$ cat src/rtl/pgfs_pkg.sv
package pgfs_pkg;
   localparam int MODE_W = 4;
   localparam int FSB_W  = 2;

   typedef enum logic [MODE_W-1:0] {
      M_NOT_VALID = 4'd0,
      M_CPU100    = 4'd1,
      M_CPU133    = 4'd2,
      M_CPU166    = 4'd3,
      M_CPU200    = 4'd4,
      M_CPU266    = 4'd5,
      M_CPU333    = 4'd6,
      M_CPU400    = 4'd7,
      M_TEST_REFN = 4'd8,
      M_TEST_HIZ  = 4'd9
   } mode_e;

   localparam logic [FSB_W-1:0] FSB_LOW  = 2'b00;
   localparam logic [FSB_W-1:0] FSB_MID  = 2'b01;
endpackage

$ cat src/rtl/pgfs_sync.sv
module pgfs_sync #(
   parameter int   STAGES    = 2,
   parameter logic RESET_VAL = 1'b1
) (
   input  logic clk,
   input  logic rst_n,
   input  logic d_in,
   output logic d_out
);
   generate
      if (STAGES < 2) begin : g_bad_stages
         $error("pgfs_sync: STAGES must be at least 2");
      end
   endgenerate

   logic [STAGES-1:0] chain_q;

   always_ff @(posedge clk or negedge rst_n) begin
      if (!rst_n) chain_q <= {STAGES{RESET_VAL}};
      else        chain_q <= {chain_q[STAGES-2:0], d_in};
   end

   assign d_out = chain_q[STAGES-1];
endmodule

$ cat src/rtl/pgfs_capture.sv
module pgfs_capture
   import pgfs_pkg::*;
#(
   parameter int B_W = FSB_W
) (
   input  logic           clk,
   input  logic           rst_n,
   input  logic           pg_sync_n,
   input  logic           fs_a,
   input  logic [B_W-1:0] fs_b,
   output logic           captured,
   output logic           lat_a,
   output logic [B_W-1:0] lat_b
);
   generate
      if (B_W != 2) begin : g_bad_bw
         $error("pgfs_capture: B_W must be 2");
      end
   endgenerate

   always_ff @(posedge clk or negedge rst_n) begin
      if (!rst_n) begin
         captured <= 1'b0;
         lat_a    <= 1'b0;
         lat_b    <= '0;
      end else if (!captured && !pg_sync_n) begin
         captured <= 1'b1;
         lat_a    <= fs_a;
         lat_b    <= fs_b;
      end
   end

   AST_CAP_AFTER_SYNC_LOW: assert property (@(posedge clk) disable iff (!rst_n)
      $rose(captured) |-> !$past(pg_sync_n));
   AST_CAP_STICKY: assert property (@(posedge clk) disable iff (!rst_n)
      captured |=> captured);
   AST_LATCH_HELD: assert property (@(posedge clk) disable iff (!rst_n)
      (captured && $past(captured)) |-> ($stable(lat_a) && $stable(lat_b)));
endmodule

$ cat src/rtl/pgfs_decode.sv
module pgfs_decode
   import pgfs_pkg::*;
#(
   parameter int RB_W    = 8,
   parameter int RB_ABIT = 0,
   parameter int RB_BBIT = 1
) (
   input  logic            captured,
   input  logic            lat_a,
   input  logic [FSB_W-1:0] lat_b,
   input  logic            live_a,
   input  logic            alt_tbl,
   output mode_e           mode,
   output logic            out_en,
   output logic            test_mode,
   output logic [RB_W-1:0] rb_byte
);
   generate
      if (RB_ABIT >= RB_W || RB_BBIT >= RB_W || RB_ABIT == RB_BBIT) begin : g_bad_rb
         $error("pgfs_decode: readback bit positions invalid");
      end
   endgenerate

   logic       b_high;
   logic       b_mid;
   logic [1:0] idx;

   assign b_high = lat_b[1];
   assign b_mid  = (lat_b == FSB_MID);
   assign idx    = {lat_a, b_high};

   always_comb begin
      mode      = M_NOT_VALID;
      out_en    = 1'b0;
      test_mode = 1'b0;
      if (captured) begin
         if (b_mid) begin
            test_mode = 1'b1;
            mode      = live_a ? M_TEST_HIZ : M_TEST_REFN;
            out_en    = !live_a;
         end else begin
            out_en = 1'b1;
            if (alt_tbl) begin
               case (idx)
                  2'b00:   mode = M_CPU200;
                  2'b01:   mode = M_CPU400;
                  2'b10:   mode = M_CPU266;
                  default: mode = M_CPU333;
               endcase
            end else begin
               case (idx)
                  2'b00:   mode = M_CPU100;
                  2'b01:   mode = M_CPU200;
                  2'b10:   mode = M_CPU133;
                  default: mode = M_CPU166;
               endcase
            end
         end
      end
   end

   for (genvar gi = 0; gi < RB_W; gi++) begin : g_rb
      if (gi == RB_ABIT) begin : g_a
         assign rb_byte[gi] = captured & lat_a;
      end else if (gi == RB_BBIT) begin : g_b
         assign rb_byte[gi] = captured & b_high;
      end else begin : g_z
         assign rb_byte[gi] = 1'b0;
      end
   end
endmodule

$ cat src/rtl/pgfs_top.sv
module pgfs_top
   import pgfs_pkg::*;
#(
   parameter int SYNC_STAGES = 2,
   parameter int RB_W        = 8
) (
   input  logic             clk,
   input  logic             rst_n,
   input  logic             pwrgd_n,
   input  logic             fs_a,
   input  logic [1:0]       fs_b,
   input  logic             alt_tbl,
   output logic [3:0]       mode,
   output logic             out_en,
   output logic             test_mode,
   output logic [RB_W-1:0]  rb_byte
);
   logic             pg_sync_n;
   logic             captured;
   logic             lat_a;
   logic [FSB_W-1:0] lat_b;
   mode_e            mode_int;

   pgfs_sync #(.STAGES(SYNC_STAGES), .RESET_VAL(1'b1)) u_sync (
      .clk(clk), .rst_n(rst_n), .d_in(pwrgd_n), .d_out(pg_sync_n));

   pgfs_capture #(.B_W(FSB_W)) u_cap (
      .clk(clk), .rst_n(rst_n), .pg_sync_n(pg_sync_n), .fs_a(fs_a), .fs_b(fs_b),
      .captured(captured), .lat_a(lat_a), .lat_b(lat_b));

   pgfs_decode #(.RB_W(RB_W), .RB_ABIT(0), .RB_BBIT(1)) u_dec (
      .captured(captured), .lat_a(lat_a), .lat_b(lat_b), .live_a(fs_a),
      .alt_tbl(alt_tbl), .mode(mode_int), .out_en(out_en),
      .test_mode(test_mode), .rb_byte(rb_byte));

   assign mode = mode_int;

   AST_IDLE_NOT_VALID: assert property (@(posedge clk) disable iff (!rst_n)
      !captured |-> (mode == 4'd0 && !out_en && rb_byte == '0));
   AST_TEST_STICKY: assert property (@(posedge clk) disable iff (!rst_n)
      $past(test_mode) |-> test_mode);
   AST_TEST_HIZ: assert property (@(posedge clk) disable iff (!rst_n)
      (test_mode && fs_a) |-> (mode == 4'd9 && !out_en));
   AST_TEST_FROM_MID: assert property (@(posedge clk) disable iff (!rst_n)
      $rose(test_mode) |-> $past(fs_b) == 2'b01);
endmodule

$ cat config.mk
export PLATFORM = sky130hd
export DESIGN_NAME = pgfs_top
export DESIGN_NICKNAME = d
export VERILOG_FILES = /design/src/rtl/pgfs_pkg.sv /design/src/rtl/pgfs_sync.sv /design/src/rtl/pgfs_capture.sv /design/src/rtl/pgfs_decode.sv /design/src/rtl/pgfs_top.sv
export SDC_FILE = /design/constraint.sdc
export NUM_CORES = 1
export LEC_CHECK = 0
export CORE_AREA = 3 3 40 42
export DETAILED_ROUTE_END_ITERATION = 10
export DIE_AREA = 0 0 43 45
export PLACE_DENSITY_LB_ADDON = 0.12
export SETUP_SLACK_MARGIN = 0.5
export SYNTH_ARGS = -nofsm -noshare
export SYNTH_HDL_FRONTEND = slang
export SYNTH_SLANG_ARGS = --single-unit
$ cat constraint.sdc
create_clock -name clk -period 1.78 [get_ports clk]
set_input_delay 0.356 -clock clk [delete_from_list [all_inputs] [get_ports clk]]
set_output_delay 0.356 -clock clk [all_outputs]
set_load 0.02 [all_outputs]
==> results.json <==
{
  "routabilityCongestion": 0.732,
  "slew_violations": 0,
  "multiInputGateArea_um2": 191,
  "met3_usage": 0.0598,
  "ys_ff_latch": 6,
  "synthDistinctLibCells": 18,
  "violations": "setup timing",
  "final_common_cell": "buf_6",
  "finalWorstPathRequiredPeriod_ps": 1790,
  "syn_avg_cell_area_um2": 11.4,
  "grt_pass1_vias": 269,
  "htree_levels": 1,
  "fin_crit_sh": 1.00,
  "io_pins": 21,
  "ir_worst_vdd_v": 0.000415,
  "clk_pin_slew_ps": 40,
  "syn_area_um2": 375,
  "hold_class": "in2async",
  "area_delta_synth_final_pct": 64.0,
  "timing.rr.start": "u_cap.captured$_DFFE_PN0P_",
  "status": "complete, but fails checks",
  "worst_slack_ps": -5.28,
  "netlist_instances": 33,
  "dp.cells": 65,
  "start_kind": "flip-flop",
  "dieArea_um2": 1940,
  "grt_use_met2": 0.144,
  "r2r_cells": 4,
  "hold_ws_ps": 349,
  "coreArea_um2": 1280,
  "place_area_um2": 539,
  "final_cell_mix": "buf_6 (7), conb_1 (6), clkdlybuf4s50_1 (5), buf_4 (5), clkdlybuf4s15_2 (4)",
  "portBuffers": 14,
  "grt_busiest_layer": "met2",
  "synth-simple-area-share": 0.167,
  "final_cells": 72,
  "clock_latency_ps": 240,
  "critPathMaxFanout": 2,
  "seq_area_um2": 154,
  "drive_gt1_frac": 0.561,
  "die_width_um": 43,
  "grtUsageMet1": 0.0907,
  "r2r-end": "u_cap.lat_b[1]$_DFFE_PN0P_",
  "cp.arrival_ps": 1430,
  "ys_seq_area_frac": 0.407,
  "fill_cells": 118,
  "viasPerCell": 4.17,
  "endpoint_kind": "output pin",
  "wl_per_cell_um": 10.5,
  "antenna_found_initial": 0,
  "drc_errors": 0,
  "critical_path_class": "reg2out",
  "grt_pass1_wl_mm": 1.17,
  "synthMuxAreaShare": 0.120,
  "maxCapViolations": 0,
  "cts_tree": "built",
  "place_hpwl_um": 567,
  "r2r_slack_ps": 530,
  "powerDensity_nw_per_um2": 611,
  "design_area_um2": 616,
  "synth_compound_area_frac": 0.0900,
  "worstPathRequired_ps": 1420,
  "synth_top_family_by_area": "simple AND/OR/NAND/NOR gates",
  "clock_path_buffers": 2,
  "nets": 67,
  "antennaDiodeCount": 0,
  "drt_iter0_drc": 0,
  "setup_viol": 1,
  "drt_wl_total_um": 753,
  "vias": 300,
  "antenna_left": 0,
  "cts_inserted_buffers": 3,
  "grt_max_degree": 8,
  "synthAdderAreaFrac": 0.0333,
  "cts-root-buf": "clkbuf_4",
  "start_util": 0.292,
  "worst_clock_skew_ps": 2.76,
  "hold_viol": 0,
  "ys_warn_count": 0,
  "rows": 13,
  "leakagePower_nw": 0.292,
  "first_pass_iters": 1,
  "rsz0062_at_grt": "yes",
  "grt_use_total": 0.0888,
  "synth-xor-area-share": 0.0233,
  "grt-ovfl-total": 0,
  "clock-sinks": 6,
  "die_y_um": 45,
  "fmax_mhz": 560
}
[area by class of cell]
class | instances | share of cell area
clock buffers | 3 | 0.0366
inverters | 1 | 0.00610
multi-input cells | 24 | 0.311
flip-flops and latches | 6 | 0.250
well taps | 15 | 0.0305
repair buffers | 23 | 0.366
[timing repair]
action / in CTS / in global routing
hold buffers: 0 / 0
setup endpoints to repair: 8 / 8
gates resized for setup: 40 / 3
buffers inserted: 2 / 2
pin swaps: 1 / 1
[cell usage after synthesis]
library cell / n / area (um^2)
dfrtp_1: 4 / 100
inv_1: 1 / 3.75
conb_1: 1 / 3.75
and2_2: 3 / 22.5
o221a_2: 1 / 11.3
nor2_4: 1 / 11.3
o211a_1: 1 / 10.0
xor2_1: 1 / 8.76
buf_4: 7 / 52.6
o21ai_0: 1 / 5.00
nand2b_1: 1 / 6.26
ha_1: 1 / 12.5
or3b_1: 1 / 8.76
a21boi_0: 1 / 7.51
nor2b_1: 1 / 6.26
dfstp_2: 2 / 52.6
mux2_4: 3 / 45.0
nor2_1: 2 / 7.51
[cells by family after synthesis]
group                    after synthesis
AO/OA/AOI/OAI                          4
adder cells (fa/ha/maj)                1
multiplexers                           3
flip-flops                             6
AND/OR/NAND/NOR                        9
XOR/XNOR                               1
other                                  1
buffers and inverters                  8
[state kept, by name, indices dropped and copies added (netlist names)]
name,flops
u_sync.chain_q,2
u_cap.lat_a,1
u_cap.lat_b,2
u_cap.captured,1
[worst max path at each step]
| stage | startpoint | endpoint | slack [ps] | cells after the start |
|---|---|---|---|---|
| after floorplan | u_cap.lat_b[1]$_DFFE_PN0P_ | mode[0] | 340 | 3 |
| after global placement | alt_tbl | mode[0] | -360 | 4 |
| after detailed placement | alt_tbl | mode[0] | -390 | 4 |
| after CTS | u_cap.lat_b[1]$_DFFE_PN0P_ | mode[0] | -9 | 4 |
| after global routing | u_cap.lat_a$_DFFE_PN0P_ | mode[0] | -80 | 5 |
| final | u_cap.lat_a$_DFFE_PN0P_ | mode[0] | -5 | 5 |
[power breakdown]
part / leakage [nW] / internal [mW] / switching (mW)
sequential: 0.0644 / 0.145 / 0.00392
clock: 0.0138 / 0.0761 / 0.0459
combinational: 0.213 / 0.0545 / 0.0510
total: 0.292 / 0.275 / 0.101
[critical path: stages, from the launching register on]
cell	delay, ps
dfrtp_1	340
inv_1	50
ha_1	290
xor2_1	140
o211a_1	210
buf_2	150
[routing by layer]
layer / wire length [um] / vias to the layer above
met5: 0 / -
met4: 0 / 0
met3: 62 / 0
met2: 388 / 15
met1: 302 / 140
li1: - / 145
[stage by stage]
stage	setup slack, ps	utilization	TNS (ps)	power, mW
after floorplan	337	-	0	0.214
after global placement	-362	0.420	-1320	0.255
after detailed placement	-390	0.420	-1400	0.255
after CTS	-9.19	0.459	-9.19	0.382
after global routing	-80.6	0.479	-190	0.404
final	-5.28	0.479	-5.28	0.376
Note: power is estimated with default switching activity, not from simulation.
